$ cat src/rtl/fpPkg.sv
package fpPkg;

  typedef enum logic [1:0] {
    ST_IDLE,
    ST_ENROLL,
    ST_WAIT,
    ST_SCAN
  } fpState_t;

  typedef struct packed {
    logic clearVotes;
    logic accumVote;
    logic writeEntry;
    logic captureSample;
    logic scanClear;
    logic scanStep;
  } fpStrobe_t;

endpackage

$ cat src/rtl/fpCtrl.sv
module fpCtrl
  import fpPkg::*;
#(
  parameter int NUM_READS = 3,
  parameter int DEPTH     = 16,
  parameter int IDXW      = 4
) (
  input  logic            clk,
  input  logic            rstN,
  input  logic            enrollStart,
  input  logic [IDXW-1:0] enrollIdx,
  input  logic            identStart,
  input  logic            sampleValid,
  output fpStrobe_t       strobe,
  output logic [IDXW-1:0] entryIdx,
  output logic            busy,
  output logic            enrollDone,
  output logic            idDone
);

  localparam int CNTW = $clog2(NUM_READS + 1);
  localparam logic [CNTW-1:0] LAST_READ = CNTW'(NUM_READS - 1);
  localparam logic [IDXW-1:0] LAST_ENTRY = IDXW'(DEPTH - 1);

  fpState_t state, stateNext;
  logic [CNTW-1:0] readCnt;
  logic [IDXW-1:0] wrIdx;
  logic [IDXW-1:0] scanIdx;

  always_comb begin
    stateNext = state;
    strobe    = '0;
    unique case (state)
      ST_IDLE: begin
        if (enrollStart) begin
          strobe.clearVotes = 1'b1;
          stateNext = ST_ENROLL;
        end else if (identStart) begin
          stateNext = ST_WAIT;
        end
      end
      ST_ENROLL: begin
        if (sampleValid) begin
          strobe.accumVote = 1'b1;
          if (readCnt == LAST_READ) begin
            strobe.writeEntry = 1'b1;
            stateNext = ST_IDLE;
          end
        end
      end
      ST_WAIT: begin
        if (sampleValid) begin
          strobe.captureSample = 1'b1;
          strobe.scanClear     = 1'b1;
          stateNext = ST_SCAN;
        end
      end
      ST_SCAN: begin
        strobe.scanStep = 1'b1;
        if (scanIdx == LAST_ENTRY) stateNext = ST_IDLE;
      end
      default: stateNext = ST_IDLE;
    endcase
  end

  always_ff @(posedge clk or negedge rstN) begin
    if (!rstN) begin
      state      <= ST_IDLE;
      readCnt    <= '0;
      wrIdx      <= '0;
      scanIdx    <= '0;
      enrollDone <= 1'b0;
      idDone     <= 1'b0;
    end else begin
      state      <= stateNext;
      enrollDone <= strobe.writeEntry;
      idDone     <= strobe.scanStep && (scanIdx == LAST_ENTRY);
      if (strobe.clearVotes) begin
        readCnt <= '0;
        wrIdx   <= enrollIdx;
      end else if (strobe.accumVote) begin
        readCnt <= readCnt + 1'b1;
      end
      if (strobe.scanClear) scanIdx <= '0;
      else if (strobe.scanStep) scanIdx <= scanIdx + 1'b1;
    end
  end

  assign entryIdx = (state == ST_SCAN) ? scanIdx : wrIdx;
  assign busy     = (state != ST_IDLE);

endmodule

$ cat src/rtl/fpDatapath.sv
module fpDatapath
  import fpPkg::*;
#(
  parameter int WIDTH     = 64,
  parameter int NUM_READS = 3,
  parameter int DEPTH     = 16,
  parameter int IDXW      = 4,
  parameter int DISTW     = 7
) (
  input  logic             clk,
  input  logic             rstN,
  input  fpStrobe_t        strobe,
  input  logic [IDXW-1:0]  entryIdx,
  input  logic [WIDTH-1:0] sampleWord,
  output logic             bestHit,
  output logic [IDXW-1:0]  bestIdx,
  output logic [DISTW-1:0] bestDist
);

  localparam int CNTW = $clog2(NUM_READS + 1);
  localparam logic [CNTW-1:0] HALF = CNTW'(NUM_READS / 2);

  logic [WIDTH-1:0] majority;
  logic [WIDTH-1:0] refTable [DEPTH];
  logic [DEPTH-1:0] entryValid;
  logic [WIDTH-1:0] sampleReg;
  logic [DISTW-1:0] curDist;

  function automatic logic [DISTW-1:0] popCount(input logic [WIDTH-1:0] v);
    logic [DISTW-1:0] acc;
    acc = '0;
    for (int i = 0; i < WIDTH; i++) acc = acc + DISTW'(v[i]);
    return acc;
  endfunction

  // per-bit vote counters; the majority includes the readout being accepted
  for (genvar g = 0; g < WIDTH; g++) begin : g_vote
    logic [CNTW-1:0] voteCnt;
    logic [CNTW-1:0] voteNext;
    assign voteNext    = voteCnt + CNTW'(sampleWord[g]);
    assign majority[g] = (voteNext > HALF);
    always_ff @(posedge clk or negedge rstN) begin
      if (!rstN) voteCnt <= '0;
      else if (strobe.clearVotes) voteCnt <= '0;
      else if (strobe.accumVote) voteCnt <= voteNext;
    end
  end

  always_ff @(posedge clk) begin
    if (strobe.writeEntry) refTable[entryIdx] <= majority;
  end

  always_ff @(posedge clk or negedge rstN) begin
    if (!rstN) begin
      entryValid <= '0;
      sampleReg  <= '0;
    end else begin
      if (strobe.writeEntry) entryValid[entryIdx] <= 1'b1;
      if (strobe.captureSample) sampleReg <= sampleWord;
    end
  end

  assign curDist = popCount(sampleReg ^ refTable[entryIdx]);

  always_ff @(posedge clk or negedge rstN) begin
    if (!rstN) begin
      bestHit  <= 1'b0;
      bestIdx  <= '0;
      bestDist <= '0;
    end else if (strobe.scanClear) begin
      bestHit  <= 1'b0;
      bestIdx  <= '0;
      bestDist <= '0;
    end else if (strobe.scanStep && entryValid[entryIdx] &&
                 (!bestHit || (curDist < bestDist))) begin
      bestHit  <= 1'b1;
      bestIdx  <= entryIdx;
      bestDist <= curDist;
    end
  end

endmodule

$ cat src/rtl/fpMatcher.sv
module fpMatcher
  import fpPkg::*;
#(
  parameter int WIDTH     = 64,
  parameter int DEPTH     = 16,
  parameter int NUM_READS = 3
) (
  input  logic                         clk,
  input  logic                         rstN,
  input  logic                         enrollStart,
  input  logic [$clog2(DEPTH)-1:0]     enrollIdx,
  input  logic                         identStart,
  input  logic                         sampleValid,
  input  logic [WIDTH-1:0]             sampleWord,
  output logic                         busy,
  output logic                         enrollDone,
  output logic                         idDone,
  output logic                         idFound,
  output logic [$clog2(DEPTH)-1:0]     idIndex,
  output logic [$clog2(WIDTH+1)-1:0]   idDist
);

  localparam int IDXW  = $clog2(DEPTH);
  localparam int DISTW = $clog2(WIDTH + 1);

  fpStrobe_t       strobe;
  logic [IDXW-1:0] entryIdx;

  fpCtrl #(
    .NUM_READS(NUM_READS),
    .DEPTH    (DEPTH),
    .IDXW     (IDXW)
  ) u_ctrl (
    .clk        (clk),
    .rstN       (rstN),
    .enrollStart(enrollStart),
    .enrollIdx  (enrollIdx),
    .identStart (identStart),
    .sampleValid(sampleValid),
    .strobe     (strobe),
    .entryIdx   (entryIdx),
    .busy       (busy),
    .enrollDone (enrollDone),
    .idDone     (idDone)
  );

  fpDatapath #(
    .WIDTH    (WIDTH),
    .NUM_READS(NUM_READS),
    .DEPTH    (DEPTH),
    .IDXW     (IDXW),
    .DISTW    (DISTW)
  ) u_dp (
    .clk       (clk),
    .rstN      (rstN),
    .strobe    (strobe),
    .entryIdx  (entryIdx),
    .sampleWord(sampleWord),
    .bestHit   (idFound),
    .bestIdx   (idIndex),
    .bestDist  (idDist)
  );

endmodule

$ cat config.mk
export PLATFORM = sky130hd
export DESIGN_NAME = fpMatcher
export DESIGN_NICKNAME = d
export VERILOG_FILES = /design/src/rtl/fpPkg.sv /design/src/rtl/fpCtrl.sv /design/src/rtl/fpDatapath.sv /design/src/rtl/fpMatcher.sv
export SDC_FILE = /design/constraint.sdc
export NUM_CORES = 2
export LEC_CHECK = 0
export BUFFER_PORTS_ARGS = -buffer_cell sky130_fd_sc_hd__buf_4
export CORE_AREA = 3 3 419 255
export DETAILED_ROUTE_END_ITERATION = 10
export DIE_AREA = 0 0 422 258
export MAX_ROUTING_LAYER = met4
export PLACE_DENSITY = 0.65
export SYNTH_ARGS = -nofsm -noshare
export SYNTH_HDL_FRONTEND = slang
export SYNTH_SLANG_ARGS = --single-unit
$ cat constraint.sdc
create_clock -name clk -period 13.1 [get_ports clk]
set_input_delay 1.965 -clock clk [delete_from_list [all_inputs] [get_ports clk]]
set_output_delay 1.965 -clock clk [all_outputs]
set_load 0.01 [all_outputs]
Word level (Yosys, flattened, before mapping)
Memories as Yosys holds them, arrays and structs flattened.
Index checks and enable logic that the tools add are counted.
{ "totals": {"mem_bits_rw": 1024, "wordCells": 456, "out_inout_bits": 15, "n_memories": 1, "rom_bits": 0, "reg_bits": 234, "latchBits": 0} }
{ "op_classes": {"eq_ne": 10, "n_addsub": 129, "n_bitwise": 2, "n_mux": 160, "order_cmp": 67, "n_div": 0, "mul": 0, "n_shift": 0, "n_reduce_logical": 12} }
{ "memory_table": {"columns": ["memory", "words", "width", "read_ports", "rd_ports_with_merged_regs", "write_ports", "line_no", "text"], "rows": [
  ["u_dp.refTable", 16, 64, 1, 0, 1, "fpDatapath.sv:24", "logic [WIDTH-1:0] refTable [DEPTH];"]
]} }
{ "ops": {"columns": ["cell", "n"], "rows": [
  ["$add 7x1->7", 62],
  ["$mux 2", 140],
  ["$add 2x1->2", 64],
  ["$gt 2x1->1 const B", 64],
  ["$xor 64x64->64", 1],
  ["$mux 4", 5],
  ["$or 16x16->16", 1],
  ["$mux 7", 2],
  ["$mux 1", 10],
  ["$pmux 2 s4", 1],
  ["$reduce_bool 2->1", 4],
  ["$lt 7x7->1", 1],
  ["$eq 2x2->1 const B", 3],
  ["$lt 4x5->1 const B", 1],
  ["$reduce_and 5->1", 1],
  ["$add 4x1->4 const B", 1],
  ["$bmux 1 s4", 1],
  ["$demux 1 s4", 1],
  ["$eq 4x4->1 const B", 1],
  ["$ge 4x1->1 const B", 1],
  ["$logic_and 1x1->1", 4],
  ["$ne 2x1->1 const B", 2],
  ["$ne 2x2->1 const B", 2],
  ["$ne 3x3->1 const B", 1],
  ["other kinds (6)", 6]
]} }

Logic depth before layout (Yosys ltp)
An unclocked memory read counts as a cell.
{ "depth": {"word_depth": 72, "ltp_mapped": 41} }

Modules after synthesis
Synthesis repeated with hierarchy kept, for this count alone.
{ "unflattened": {"hier_cells": 2574, "area_unflattened_um2": 51809.7} }
{ "by_module_without_submodules": {"columns": ["mod", "cells_each", "seq_area_each_um2", "n_inst", "area_each_um2"], "rows": [
  ["fpDatapath", 2511, 36254.8, 1, 51092.8],
  ["fpCtrl", 63, 350.3, 1, 716.9]
]} }

Worst setup path before layout
No wires, ideal clock.
{ "synth_path": {"path_kind": "register -> register", "startpoint": "register u_ctrl.state[1]", "endpoint": "register u_dp.bestDist[2]", "arrival_time_ns": 9.703, "path_stages_with_launch": 30, "required_ns": 12.972, "path_slack_ns": 3.269, "path_buffers": 2, "setup_ns": 0.128, "cell_sequence": "dfrtp_1 > and2_4 > mux2i_2 > buf_2 > mux4_2 > mux4_2 > xor2_1 > ha_1 > fa_1 > fa_1 > fa_1 > fa_1 > fa_1 > fa_1 > inv_1 > fa_1 > fa_1 > fa_1 > fa_1 > nor2b_1 > o21ai_0 > nand2b_1 > xor2_1 > ha_1 > a21o_1 > a2111oi_0 > o21ai_0 > a21oi_1 > buf_4 > mux2_1"} }
{ "synth_via": {"elab_chain_cells": 71, "elab_cells_between_ends": 79} }
{ "synth_rtl": {"columns": ["element", "line_no", "text"], "rows": [
  ["start: declaration", "fpCtrl.sv:25", "fpState_t state, stateNext;"],
  ["start signal: assignment", "fpCtrl.sv:75", "state <= stateNext;"],
  ["$eq 2x2->1", "fpCtrl.sv:33, fpCtrl.sv:89", null],
  ["$mux 4", "fpCtrl.sv:89", "assign entryIdx = (state == ST_SCAN) ? scanIdx : wrIdx;"],
  ["$mem_v2 16x64", null, null],
  ["$xor 64x64->64", "fpDatapath.sv:63", "assign curDist = popCount(sampleReg ^ refTable[entryIdx]);"],
  ["$add 1x1->2", "fpDatapath.sv:32", "for (int i = 0; i < WIDTH; i++) acc = acc + DISTW'(v[i]);"],
  ["$add 7x1->7 (62 in series)", "fpDatapath.sv:32", null],
  ["$lt 7x7->1", "fpDatapath.sv:75", "(!bestHit || (curDist < bestDist))) begin"],
  ["$logic_or 1x1->1", "fpDatapath.sv:75", null],
  ["$logic_and 1x1->1", "fpDatapath.sv:74", "end else if (strobe.scanStep && entryValid[entryIdx] &&"],
  ["$reduce_bool 2->1 (no line)", null, null],
  ["end signal: assignment", "fpDatapath.sv:78", "bestDist <= curDist;"],
  ["end: declaration", "fpDatapath.sv:17", "output logic [DISTW-1:0] bestDist"]
]} }
Parallel ways exist; a longest one is shown, timed or not. The select of a mux whose other input is x is not followed.
A chain may end at the register's enable or synchronous reset.

Worst setup path after layout
{ "layout_path": {"startpoint": "register u_ctrl.state[1]", "endpoint": "register u_dp.bestDist[6]"} }
The elaborated chain is that of the path after synthesis.

==> summary.md <==
| Metric | Value |
|---|---|
| Cells after Synth | 2801 |
| Post-Route Skew | around 0.025 ns |
| Max-slew violations | 0 |
| Yosys reg bits | approximately 1300 |
| Crit path top cell by count | fa_1 |
| Initial Util | between 50 and 60% |
| Slew @ Worst Pin | about 1.3 ns |
| Vias in the first global route | 27375 |
| Core area | 103000 sq um |
| Remaining DRCs | 0 |
| Mux cell area share after synthesis | ~14% |
| Slowest CP cell | dfrtp_1 |
| Mean Syn Cell Area | between 15 and 20 sq um |
| WP data required | between 10 and 15 ns |
| Input/output buffers | 87 |
| Die Height | between 200 and 300 um |
| Startpoint types | flip-flop |
| CTS Hold Bufs | 0 |
| PostCTS Resize Cnt | 0 |
| Post-synth top flop | edfxtp_1 |
| Critical Path End Type | flip-flop |
| HP Class | reg2reg |
| Layout net count | between 3000 and 4000 |
| Crit path kind | reg2reg |
| Distinct cell type count after synthesis | 43 |
| WL per Instance | roughly 30 um |
| Post-synth top cells | 1024 x edfxtp_1, 278 x mux4_2, 234 x dfrtp_1 |
| Share of cells above drive strength 1 | between 20% and 30% |
| CTS tree | built |
| Tmin final | 11.60 ns |
| Initial antenna violation count | 0 |
| Synth area leader | edfxtp_1 |
| Largest net degree at the start of global routing | ~110 |
| XOR/XNOR share of the synthesized area | about 2.3% |
| # IOs | between 80 and 90 |
| Post-Syn Nets | between 3000 and 4000 |
| Critical Path AT | 12.20 ns |
| Largest family of logic cells by synthesized area | multiplexers |
| Area post-placement | 54100 sq um |
| Clock Tree Buf Depth | 3 |
| Synth Cell Area | approximately 52000 sq um |
| Layout area overhead | 12.0% |
| Worst relative slew slack | 15.2% |
| Synth area leaders | edfxtp_1 60%, mux4_2 12%, dfrtp_1 11% |
| Hpwl dp | between 70000 and 80000 um |
| Number of buffers created by CTS | between 100 and 150 |
| Post-synth top area share | approximately three fifths |
| Post-Synth Simple-Gate Area | under 10% |
| Place WS | ~1.7 ns |
| Placer Congestion | roughly 0.83 |
| Die area | approximately 110000 sq um |
| First-pass GRT wire length | ~190000 um |
| DR iter-0 viols | 3318 |
| Sum of negative setup slack | 0 ns |
| Area of the multi-input gates | 14300 sq um |
| Fmax | 86.2 MHz |
| DR pass1 iterations | 5 |
| Synth Warn # | 0 |
| Total Wirelength | roughly 130000 um |
| CTS clock-pin slew for the worst setup and hold paths | approximately 0.06 ns |
| Antenna diodes | 0 |
| Clock root buffer | clkbuf_16 |
| PnR worst setup slack | 1.50 ns |
| Slowest stage delay, CP | between 0.7 and 0.8 ns |
| GRT Overall Usage | ~25% |
| Postcts setup bufs | 0 |
| Hold Worst Slack | about 0.47 ns |
| Seq/Total Area, Yosys | about 71% |
| Final hold violations | 0 |
| Floorplan row count | slightly above 90 |
| Insertion delay to the later sink of the worst-skew pair | 0.73 ns |
| CTS sink count | between 1000 and 1500 |
| GR Overflow Total | 0 |
| Vias | 26941 |
| Fin crit share | between 80 and 90% |
| RSZ-0062 raised after global routing | false |
| Count leader, synth | edfxtp_1 |
| Max-cap violations | 0 |
| Worst Path Max Fanout | 55 |
| Status | completed |
| Complex-gate fraction of the synthesized area | ~3.5% |
| EDFF count, synth | around 1000 |
| Remaining antenna violation count | 0 |
| Share of flip-flops with an asynchronous set or reset | between 10% and 20% |
| Die Wd | ~420 um |
| Reg area | 36600 sq um |
| Final setup viols | 0 |
| Number of fill cells | around 7700 |
| Post-synthesis adder-cell area fraction | under 10% |
| Final instance area | approximately 58000 sq um |
| H-tree depth | 3 |
| Via density | between 6 and 7 |
[registers in the layout, summed over array words and instances (netlist names)]
name	count
u_dp.refTable	1024
u_dp.g_vote.voteCnt	128
u_dp.sampleReg	64
u_dp.entryValid	16
u_dp.bestDist	7
u_ctrl.scanIdx	4
u_ctrl.wrIdx	4
u_dp.bestIdx	4
u_ctrl.readCnt	2
u_ctrl.state	2
u_ctrl.enrollDone	1
u_ctrl.idDone	1
u_dp.bestHit	1
[layout by cell type, fill, tap and decap left out, drive strengths merged, types with 2 or more instances in the layout]
| cell | n |
|---|---|
| a2111oi | 2 |
| nand3b | 15 |
| dfrtp | 234 |
| a22o | 25 |
| clkbuf | 145 |
| a31oi | 8 |
| buf | 145 |
| edfxtp | 1024 |
| nand2 | 191 |
| mux2 | 74 |
| mux4 | 278 |
| o21ai | 139 |
| o221ai | 16 |
| and2 | 21 |
| a211oi | 19 |
| nor3 | 7 |
| nor2b | 4 |
| a21o | 4 |
| nand2b | 3 |
| fa | 54 |
| xor2 | 82 |
| o22ai | 36 |
| ha | 88 |
| nand3 | 9 |
| clkinv | 53 |
| inv | 70 |
| a21oi | 48 |
| mux2i | 13 |
| xnor2 | 53 |
| nor2 | 122 |
| clkinvlp | 3 |
| or2 | 18 |
| bufinv | 8 |
[kinds of logic after synthesis]
kind of cell    Yosys count
flops                  1258
simple gates            392
mux                     365
compound gates          302
buf+inv                 207
fa+ha+maj               142
xor+xnor                135
[worst paths after layout]
check                                    startpoint                          to  slack, ns  depth (start not counted)
worst min register to register  u_dp.entryValid[10]         u_dp.entryValid[10]       0.47                          1
min in group asynchronous                      rstN          u_dp.sampleReg[57]       1.34                          1
max in group asynchronous                      rstN  u_dp.g_vote[52].voteCnt[1]      10.08                          2
worst max register to register      u_ctrl.state[1]            u_dp.bestDist[6]       1.50                         31
worst max-delay path                u_ctrl.state[1]            u_dp.bestDist[6]       1.50                         31
worst min-delay path            u_dp.entryValid[10]         u_dp.entryValid[10]       0.47                          1
[cell type report]
class	count	share of cell area [%]
clock buffers	145	5.23
clock inverters	67	1.01
inverters	67	0.436
multi-input cells	1336	24.8
flip-flops and latches	1258	63.4
well taps	1395	3.02
repair buffers	145	2.07
[worst max-delay path: cells and delay by family, from the launching register on]
kind | cells | cell delay [ns]
adders and majority gates | 11 | 5.12
muxes | 4 | 2.09
AOI/OAI and AO/OA | 5 | 1.16
buffers and inverters | 6 | 1.06
DFF | 1 | 0.74
and+or+nand+nor | 3 | 0.69
xor gates and xnor gates | 2 | 0.51
[layer usage]
metal  up-vias  routed length, um  GRT usage, %
met4         0               2000          4.56
met2      1205              60200          37.1
met3       145              10900          4.49
met1     14464              58000          37.5
met5         -                  0             -
li1      11127                  -             -
[through the flow]
step	instances	utilization [%]
after global routing	4413	56.1
after CTS	4413	56.1
after detailed placement	4201	52.6
after global placement	4201	52.6
after floorplan	2801	-
final	4413	56.1
Power is left out: the tool's default activity adds up to more than one toggle a clock period on the data nets, which glitch-free logic cannot reach.
